[config.mk]
export PLATFORM = sky130hd
export DESIGN_NAME = motor_start_seq
export DESIGN_NICKNAME = d
export VERILOG_FILES = /design/src/rtl/mss_pkg.sv /design/src/rtl/mss_fault_merge.sv /design/src/rtl/mss_ms_timer.sv /design/src/rtl/mss_ol_ramp.sv /design/src/rtl/motor_start_seq.sv
export SDC_FILE = /design/constraint.sdc
export NUM_CORES = 1
export LEC_CHECK = 0
export BUFFER_PORTS_ARGS = -buffer_cell sky130_fd_sc_hd__buf_2
export CELL_PAD_IN_SITES_DETAIL_PLACEMENT = 1
export CELL_PAD_IN_SITES_GLOBAL_PLACEMENT = 1
export CORE_MARGIN = 2
export CORE_UTILIZATION = 25
export CTS_CLUSTER_SIZE = 25
export DETAILED_ROUTE_END_ITERATION = 10
export GPL_TIMING_DRIVEN = 0
export PLACE_DENSITY_LB_ADDON = 0.1
export SLEW_MARGIN = 20
export SYNTH_ARGS = -nofsm -noshare
export SYNTH_HDL_FRONTEND = slang
export SYNTH_HIERARCHICAL = 1
export SYNTH_SLANG_ARGS = --single-unit
[constraint.sdc]
create_clock -name clk -period 3 [get_ports clk]
set_input_delay 0.6 -clock clk [delete_from_list [all_inputs] [get_ports clk]]
set_output_delay 0.6 -clock clk [all_outputs]
set_load 0.05 [all_outputs]
[src/rtl/mss_pkg.sv]
package mss_pkg;

  typedef enum logic [2:0] {
    ST_INIT  = 3'd0,
    ST_CALIB = 3'd1,
    ST_ALIGN = 3'd2,
    ST_START = 3'd3,
    ST_RUN   = 3'd4,
    ST_STOP  = 3'd5,
    ST_FAULT = 3'd6
  } mss_state_e;

  typedef enum logic [1:0] {
    PAT_OFF    = 2'd0,
    PAT_ALIGN  = 2'd1,
    PAT_SECTOR = 2'd2
  } mss_pat_e;

  localparam int FLT_W = 4;

endpackage

[src/rtl/mss_fault_merge.sv]
module mss_fault_merge #(
  parameter int N = 4
) (
  input  logic [N-1:0] flags,
  output logic         any_fault
);

  logic [N:0] chain;

  assign chain[0] = 1'b0;

  for (genvar i = 0; i < N; i++) begin : g_or
    assign chain[i+1] = chain[i] | flags[i];
  end

  assign any_fault = chain[N];

endmodule

[src/rtl/mss_ms_timer.sv]
module mss_ms_timer #(
  parameter int W = 4
) (
  input  logic         clk,
  input  logic         rst,
  input  logic         load,
  input  logic [W-1:0] load_val,
  input  logic         tick,
  output logic         expired
);

  logic [W-1:0] cnt_q;

  always_ff @(posedge clk) begin
    if (rst) begin
      cnt_q <= '0;
    end else if (load) begin
      cnt_q <= load_val;
    end else if (tick && cnt_q != '0) begin
      cnt_q <= cnt_q - 1'b1;
    end
  end

  assign expired = (cnt_q == '0);

endmodule

[src/rtl/mss_ol_ramp.sv]
module mss_ol_ramp #(
  parameter int PER_W       = 16,
  parameter int INIT_PERIOD = 1000,
  parameter int MIN_PERIOD  = 400,
  parameter int ACCEL       = 57344,
  parameter int COMMS       = 8
) (
  input  logic             clk,
  input  logic             rst,
  input  logic             load,
  input  logic             step,
  input  logic             clear,
  output logic [PER_W-1:0] period,
  output logic             last
);

  localparam int CNT_W  = (COMMS < 2) ? 1 : $clog2(COMMS);
  localparam int PROD_W = PER_W + 16;
  localparam logic [15:0]      ACC16  = ACCEL[15:0];
  localparam logic [PER_W-1:0] INIT_V = PER_W'(INIT_PERIOD);
  localparam logic [PER_W-1:0] MIN_V  = PER_W'(MIN_PERIOD);

  logic [PER_W-1:0]  per_q;
  logic [CNT_W-1:0]  cnt_q;
  logic [PROD_W-1:0] prod;
  logic [PER_W-1:0]  shrunk;
  logic [PER_W-1:0]  floored;

  assign prod    = PROD_W'(per_q) * PROD_W'(ACC16);
  assign shrunk  = prod[PROD_W-1:16];
  assign floored = (shrunk < MIN_V) ? MIN_V : shrunk;

  always_ff @(posedge clk) begin
    if (rst || clear) begin
      per_q <= '0;
      cnt_q <= '0;
    end else if (load) begin
      per_q <= INIT_V;
      cnt_q <= '0;
    end else if (step) begin
      per_q <= floored;
      cnt_q <= cnt_q + 1'b1;
    end
  end

  assign period = per_q;
  assign last   = (32'(cnt_q) == COMMS - 1);

endmodule

[src/rtl/motor_start_seq.sv]
module motor_start_seq
  import mss_pkg::*;
#(
  parameter int DUTY_W       = 10,
  parameter int ALIGN_DUTY   = 300,
  parameter int PER_W        = 16,
  parameter int INIT_PERIOD  = 1000,
  parameter int MIN_PERIOD   = 400,
  parameter int ACCEL        = 57344,
  parameter int START_COMMS  = 8,
  parameter int CALIB_MS     = 2,
  parameter int ALIGN_MS     = 4,
  parameter int FREEWHEEL_MS = 3
) (
  input  logic              clk,
  input  logic              rst,
  input  logic              run_sw,
  input  logic              fault_clr,
  input  logic [3:0]        fault_flags,
  input  logic              ms_tick,
  input  logic              comm_done,
  output logic [2:0]        state_code,
  output logic [1:0]        pattern_sel,
  output logic [DUTY_W-1:0] align_duty,
  output logic [PER_W-1:0]  ol_period,
  output logic              cl_enable
);

  localparam int MAX_AB = (CALIB_MS > ALIGN_MS) ? CALIB_MS : ALIGN_MS;
  localparam int MAX_MS = (MAX_AB > FREEWHEEL_MS) ? MAX_AB : FREEWHEEL_MS;
  localparam int TIM_W  = (MAX_MS < 2) ? 1 : $clog2(MAX_MS + 1);
  localparam logic [DUTY_W-1:0] ADUTY = DUTY_W'(ALIGN_DUTY);

  mss_state_e        state_q, state_d;
  logic              fault_any;
  logic              tim_load, tim_zero;
  logic [TIM_W-1:0]  tim_val;
  logic              ramp_load, ramp_step, ramp_clear, ramp_last;
  mss_pat_e          pat_q, pat_d;
  logic [DUTY_W-1:0] duty_q;
  logic              clen_q;

  mss_fault_merge #(.N(FLT_W)) u_fault (
    .flags     (fault_flags),
    .any_fault (fault_any)
  );

  // next-state selection; a fault overrides every other branch
  always_comb begin
    state_d = state_q;
    unique case (state_q)
      ST_INIT:  state_d = run_sw ? ST_CALIB : ST_STOP;
      ST_CALIB: if (!run_sw) state_d = ST_INIT;
                else if (tim_zero) state_d = ST_ALIGN;
      ST_ALIGN: if (!run_sw) state_d = ST_INIT;
                else if (tim_zero) state_d = ST_START;
      ST_START: if (!run_sw) state_d = ST_INIT;
                else if (comm_done && ramp_last) state_d = ST_RUN;
      ST_RUN:   if (!run_sw) state_d = ST_INIT;
      ST_STOP:  if (run_sw && tim_zero) state_d = ST_ALIGN;
      ST_FAULT: if (!fault_any && fault_clr) state_d = ST_INIT;
      default:  state_d = ST_INIT;
    endcase
    if (fault_any) state_d = ST_FAULT;
  end

  // one shared millisecond timer, loaded on entry to a timed state
  always_comb begin
    tim_load = 1'b0;
    tim_val  = '0;
    if (state_d != state_q) begin
      unique case (state_d)
        ST_CALIB: begin tim_load = 1'b1; tim_val = TIM_W'(CALIB_MS);     end
        ST_ALIGN: begin tim_load = 1'b1; tim_val = TIM_W'(ALIGN_MS);     end
        ST_STOP:  begin tim_load = 1'b1; tim_val = TIM_W'(FREEWHEEL_MS); end
        default:  begin tim_load = 1'b0; tim_val = '0;                   end
      endcase
    end
  end

  mss_ms_timer #(.W(TIM_W)) u_timer (
    .clk      (clk),
    .rst      (rst),
    .load     (tim_load),
    .load_val (tim_val),
    .tick     (ms_tick),
    .expired  (tim_zero)
  );

  assign ramp_clear = (state_d != ST_START);
  assign ramp_load  = (state_d == ST_START) && (state_q != ST_START);
  assign ramp_step  = (state_q == ST_START) && comm_done;

  mss_ol_ramp #(
    .PER_W       (PER_W),
    .INIT_PERIOD (INIT_PERIOD),
    .MIN_PERIOD  (MIN_PERIOD),
    .ACCEL       (ACCEL),
    .COMMS       (START_COMMS)
  ) u_ramp (
    .clk    (clk),
    .rst    (rst),
    .load   (ramp_load),
    .step   (ramp_step),
    .clear  (ramp_clear),
    .period (ol_period),
    .last   (ramp_last)
  );

  always_comb begin
    unique case (state_d)
      ST_ALIGN:        pat_d = PAT_ALIGN;
      ST_START, ST_RUN: pat_d = PAT_SECTOR;
      default:         pat_d = PAT_OFF;
    endcase
  end

  always_ff @(posedge clk) begin
    if (rst) begin
      state_q <= ST_INIT;
      pat_q   <= PAT_OFF;
      duty_q  <= '0;
      clen_q  <= 1'b0;
    end else begin
      state_q <= state_d;
      pat_q   <= pat_d;
      duty_q  <= (state_d == ST_ALIGN) ? ADUTY : '0;
      clen_q  <= (state_d == ST_RUN);
    end
  end

  assign state_code  = state_q;
  assign pattern_sel = pat_q;
  assign align_duty  = duty_q;
  assign cl_enable   = clen_q;

endmodule

## Word level (Yosys, flattened, before mapping)

Index checks and enable logic that the tools add are counted.

- Register bits: 38
- Input port bits: 10
- Output and inout port bits: 32
- Logic and storage cells: 69

- $add $sub $neg: 2
- Multiply operators: 1
- Magnitude comparators: 1
- Eq/ne operators: 15
- Mux-type cells: 23
- Bitwise operators: 3
- Reduce and logical (&&, ||, !) cells: 16

Operators with widths:

| cell | number |
|---|---|
| 3-bit 2-to-1 mux | 14 |
| 3-bit case mux with 7 select lines | 1 |
| 10-bit 2-to-1 mux | 2 |
| 16-bit by 3-bit multiplier with 19-bit output, second input constant | 1 |
| 3-bit equality test, second input constant | 6 |
| 16-bit by 9-bit less-than comparator with 1-bit output, second input constant | 1 |
| 16-bit 2-to-1 mux | 1 |
| 3-bit by 2-bit equality test with 1-bit output, second input constant | 4 |
| 9-bit 2-to-1 mux | 1 |
| 3-bit case mux with 3 select lines | 1 |
| 3-bit by 1-bit equality test with 1-bit output, second input constant | 2 |
| 1-bit logical AND | 6 |
| 3-bit logical NOT | 2 |
| 3-bit by 2-bit != test with 1-bit output, second input constant | 2 |
| 2-bit case mux with 2 select lines | 1 |
| 2-bit nonzero test | 2 |
| 2-bit OR reduction | 2 |
| 3-bit by 1-bit adder with 3-bit output, second input constant | 1 |
| 3-bit != test | 1 |
| 1-bit OR | 3 |
| 3-bit nonzero test | 1 |
| 3-bit OR reduction | 1 |
| 3-bit by 1-bit subtractor with 3-bit output, second input constant | 1 |
| 1-bit 2-to-1 mux | 2 |
| 2 further kinds | 2 |

## Logic depth before layout (Yosys ltp)

- Depth after elaboration: 13
- Depth in mapped cells: 13
- Gate-level depth less buffers: 12

## By module

Netlist, hierarchy kept.

By module, submodules not included:

| module | times used | cells an instance | area each (um2) | seq. area each (um2) |
|---|---|---|---|---|
| mss_ol_ramp | 1 | 232 | 2,025.7 | 380.4 |
| motor_start_seq | 1 | 79 | 616.8 | 140.1 |
| mss_ms_timer | 1 | 21 | 182.7 | 60.1 |
| mss_fault_merge | 1 | 1 | 7.5 | 0.0 |

## Worst setup path after synthesis

Ideal clock, no wire load.

- Path kind: reg2reg
- Start: register u_ramp.per_q[4] (netlist: u_ramp/period[4])
- End: register u_ramp.per_q[2] (netlist: u_ramp/period[2])
- Library setup time: 148 ps
- Arrival: 3,287 ps
- Path slack: -435 ps
- Stages on the path, launching flop included: 11
- Path buffers: 0
- Path through: dfxtp_1 -> fa_1 -> ha_1 -> nor2b_4 -> o311a_4 -> o21a_1 -> or3_1 -> a221oi_2 -> nand4_2 -> nor3_2 -> a2111oi_2

- Cells in the longest elaborated chain, start to end: 3

RTL lines:

| what | RTL line | text |
|---|---|---|
| from (decl) | mss_ol_ramp.sv:23 | `logic [PER_W-1:0] per_q;` |
| from (signal assigned) | mss_ol_ramp.sv:41 | `per_q <= floored;` |
| 16-bit by 3-bit multiplier with 19-bit output * | mss_ol_ramp.sv:29 | `assign prod = PROD_W'(per_q) * PROD_W'(ACC16);` |
| 16-bit by 9-bit less-than comparator with 1-bit output | mss_ol_ramp.sv:31 | `assign floored = (shrunk < MIN_V) ? MIN_V : shrunk;` |
| 16-bit 2-to-1 mux * | mss_ol_ramp.sv:31 |  |

Mark *: on every way between the ends. The rest lies on a longest branch, timed or not.
A chain may end at the register's enable or synchronous reset.

## Worst setup path in the final report

- Start: register u_ramp.per_q[3] (netlist: u_ramp/period[3])
- End: register u_ramp.per_q[7] (netlist: u_ramp/period[7])

- Cells in the longest elaborated chain, start to end: 5

RTL lines:

| what | RTL line | text |
|---|---|---|
| 16-bit by 3-bit multiplier with 19-bit output * | mss_ol_ramp.sv:29 |  |
| 16-bit by 9-bit less-than comparator with 1-bit output | mss_ol_ramp.sv:31 |  |
| 16-bit 2-to-1 mux * | mss_ol_ramp.sv:31 |  |
| 10-bit 2-to-1 mux * | mss_ol_ramp.sv:40 | `end else if (step) begin` |
| 10-bit 2-to-1 mux * | mss_ol_ramp.sv:37 | `end else if (load) begin` |

Mark *: on every way between the ends. The rest lies on a longest branch, timed or not. The select of a mux whose other input is x is not followed.

==> results.tsv <==
metric	value	unit
largest net degree at the start of global routing	13	
P_leak	1.643	nW
Placement Cell Area	3272	um2
reg2reg path depth	10	
asr flop ratio synth	0	
drt total wl	8783	um
1st-pass router iterations	4	
RSZ-0062 raised after global routing	true	
met1 Track Usage GR	0.2061	
Max Cap Viol	0	
CP Cell Sequence	fa_1, ha_4, nor2b_4, o311a_4, o21a_4, or3_4, a221oi_4, nand4_4, or2_1, a31oi_1	
row count	38	
GRT overflow	0	
DP Wirelength	6739	um
wire length per cell	16.26	um
Post-Place Cells	513	
Setup Viol. Count Final	9	
Worst Path Arrival	3.39	ns
H-tree levels	2	
Largest stage delay, worst path	0.58	ns
Longest Clk Path Bufs	2	
final hold vios	0	
Max Slew Vio Count	0	
first-pass GRT wire length	14770	um
hold depth	2	
critical path's slowest cell	fa_1	
worst setup path class	reg -> reg	
failing checks	setup timing	
Placement Setup Slack	-0.5859	ns
Tightest Hold Check Type	reg -> reg	
initial antenna violation count	0	
Post-Synthesis Cells	333	
Most used DFF post-synth	dfxtp_1	
synthesized area	2833	um2
DR DRC count	0	
Synth cell types	71	
most frequent cells in the layout	buf_2, nor2_1, buf_4	
pwr dens	290.6	nW/um2
total clock sinks	29	
Layout Cells excl Fill	540	
PortBufs	35	
Root Buffer Master	clkbuf_16	
Ports	42	
CORE AREA	10940	um2
Worst Setup End Kind	flip-flop	
CTS tree	yes	
Die H	110.4	um
EDFF count, synth	0	
CP Data Required Time	3.19	ns
maximum VDD drop	0.0002242	V
Final nets	446	
CP top delay family	compound AO/OA/AOI/OAI gates	
Worst-path clk slew	0.05	ns
met3 usage	0.01866	
DRT iter0 DRCs	106	
fin area	3805	um2
yosys warns	6	
Placer Congestion	0.8006	
Max-slew headroom	0.5841	
die area	12200	um2
Die X	110.4	um
status	complete, but fails checks	
vias	2651	
P&R area growth vs syn	34.32	%
Fmax	0.3131	GHz
commonest non-fill, non-tap cell in the layout	buf_2	
DRT antenna net count	0	
via/cell ratio	4.909	
TNS Setup	-1.108	ns
# fillers	1307	
Max Fanout on Critical Path	5	
post-synthesis average cell area	8.507	um2
final worst slack	-0.1938	ns
Least-Margin Pin Slew	0.6239	ns
vias in the first global route	2783	
Final Cycle Share	1.065	
Levels on crit path	10	
crit path buf inv count	0	
Worst Skew	0.005963	ns
initial core utilization	0.2590	
busiest grt layer	met2	
clock latency on the worst-skew pair	0.27	ns
crit path time final	3.194	ns
All-Layer GR Usage	0.1467	
sequential cell area fraction in the yosys report	0.2049	
met2 Usage GRT	0.2442	
layout cells sized above 1	0.3500	
ANT cells	0	
Inserted Clock Buffers	5	
type of origin of the critical path	flip-flop	
Yosys reg bits	29	
-- cells in the mapped netlist, drive strengths merged (2+ instances only) --
master,count,area (um2)
a21o,5,37.54
o31ai,4,35.03
a221o,2,20.02
buf,11,77.57
inv,17,63.81
o21ai,18,93.84
nor3,5,30.03
o211ai,3,22.52
ha,21,262.8
o31a,2,18.77
xor2,4,35.03
o21bai,3,22.52
clkbuf,10,40.04
mux2i,2,20.02
a21oi,23,115.1
nor2b,9,63.81
or3,6,37.54
nand2b,4,32.53
nand3,12,60.06
nand3b,3,22.52
o21a,5,37.54
a221oi,2,23.77
fa,16,320.3
and2,8,50.05
xnor2,9,78.83
a22oi,3,36.28
or2,2,12.51
a31oi,6,37.54
nor2,33,123.9
dfxtp,29,580.6
a211oi,5,42.54
nand4,3,25.02
or4,2,18.77
a2111oi,3,38.79
nand2,21,78.83
nor4,2,12.51
-- worst min-delay path, stage by stage, from the launching register on --
cell,delay [ns]
dfxtp_1,0.33
mux2i_1,0.07
nor2_1,0.08
-- path summary, 6_finish.rpt --
path	end	from	slack, ns
setup reg to reg	u_ramp/period[7]	u_ramp/period[3]	-0.19
hold reg to reg	u_ramp/cnt_q[1]	u_ramp/cnt_q[1]	0.52
setup / recovery	u_ramp/period[7]	u_ramp/period[3]	-0.19
hold / removal	u_ramp/cnt_q[1]	u_ramp/cnt_q[1]	0.52
-- cells by family after synthesis --
logic type | Yosys count | share of synthesized area
other cells | 1 | 0.001324
simple gates | 118 | 0.2266
xor+xnor | 13 | 0.04019
fa+ha+maj | 37 | 0.2058
buf+inv | 38 | 0.06404
flops | 29 | 0.2049
mux | 2 | 0.007067
compound gates | 95 | 0.2500
-- state kept, by name, indices dropped and copies added (netlist names) --
name / count
u_timer/cnt_q: 3
pattern_sel: 2
cl_enable: 1
u_ramp/cnt_q: 3
align_duty: 1
u_ramp/period: 16
state_code: 3
-- where the power goes --
group / total (mW) / internal [mW] / leakage (nW) / switching (mW)
registers: 0.401 / 0.391 / 0.247 / 0.00980
clock network: 0.475 / 0.304 / 0.0706 / 0.171
logic: 0.229 / 0.0994 / 1.32 / 0.130
total: 1.11 / 0.795 / 1.64 / 0.311
-- repair_timing --
| action | in CTS | in global routing |
|---|---|---|
| gates resized for setup | 38 | 15 |
| hold buffers | 0 | 0 |
| setup buffers | 11 | 9 |
| endpoints found under the setup margin | 17 | 18 |
| pin swaps | 20 | 16 |
-- layer usage --
layer  vias up  part of all wire
met5         -                 0
met2        40              0.48
met4         0                 0
li1       1316                 -
met1      1295              0.49
met3         0             0.026
-- layout make-up --
cell class / count / area, um2 / area share
sequential: 29 / 638.1 / 0.1677
buffer: 20 / 118.9 / 0.03124
tap: 140 / 175.2 / 0.04604
inverter: 17 / 63.81 / 0.01677
timing repair buffer: 55 / 325.3 / 0.08550
multi-input combinational: 271 / 2345 / 0.6162
clock buffer: 6 / 128.9 / 0.03387
clock inverter: 2 / 10.01 / 0.002631
-- metrics by stage --
stage | hold WS [ns] | power (mW) | utilization
after CTS | 0.5173 | 1.111 | 0.3362
after floorplan | 0.4647 | 0.5751 | -
final | 0.5150 | 1.106 | 0.3479
after global placement | 0.4816 | 0.6216 | 0.2992
after detailed placement | 0.5045 | 0.6256 | 0.2992
after global routing | 0.5335 | 1.165 | 0.3479
No activity file was read; power rests on OpenSTA's default activity.
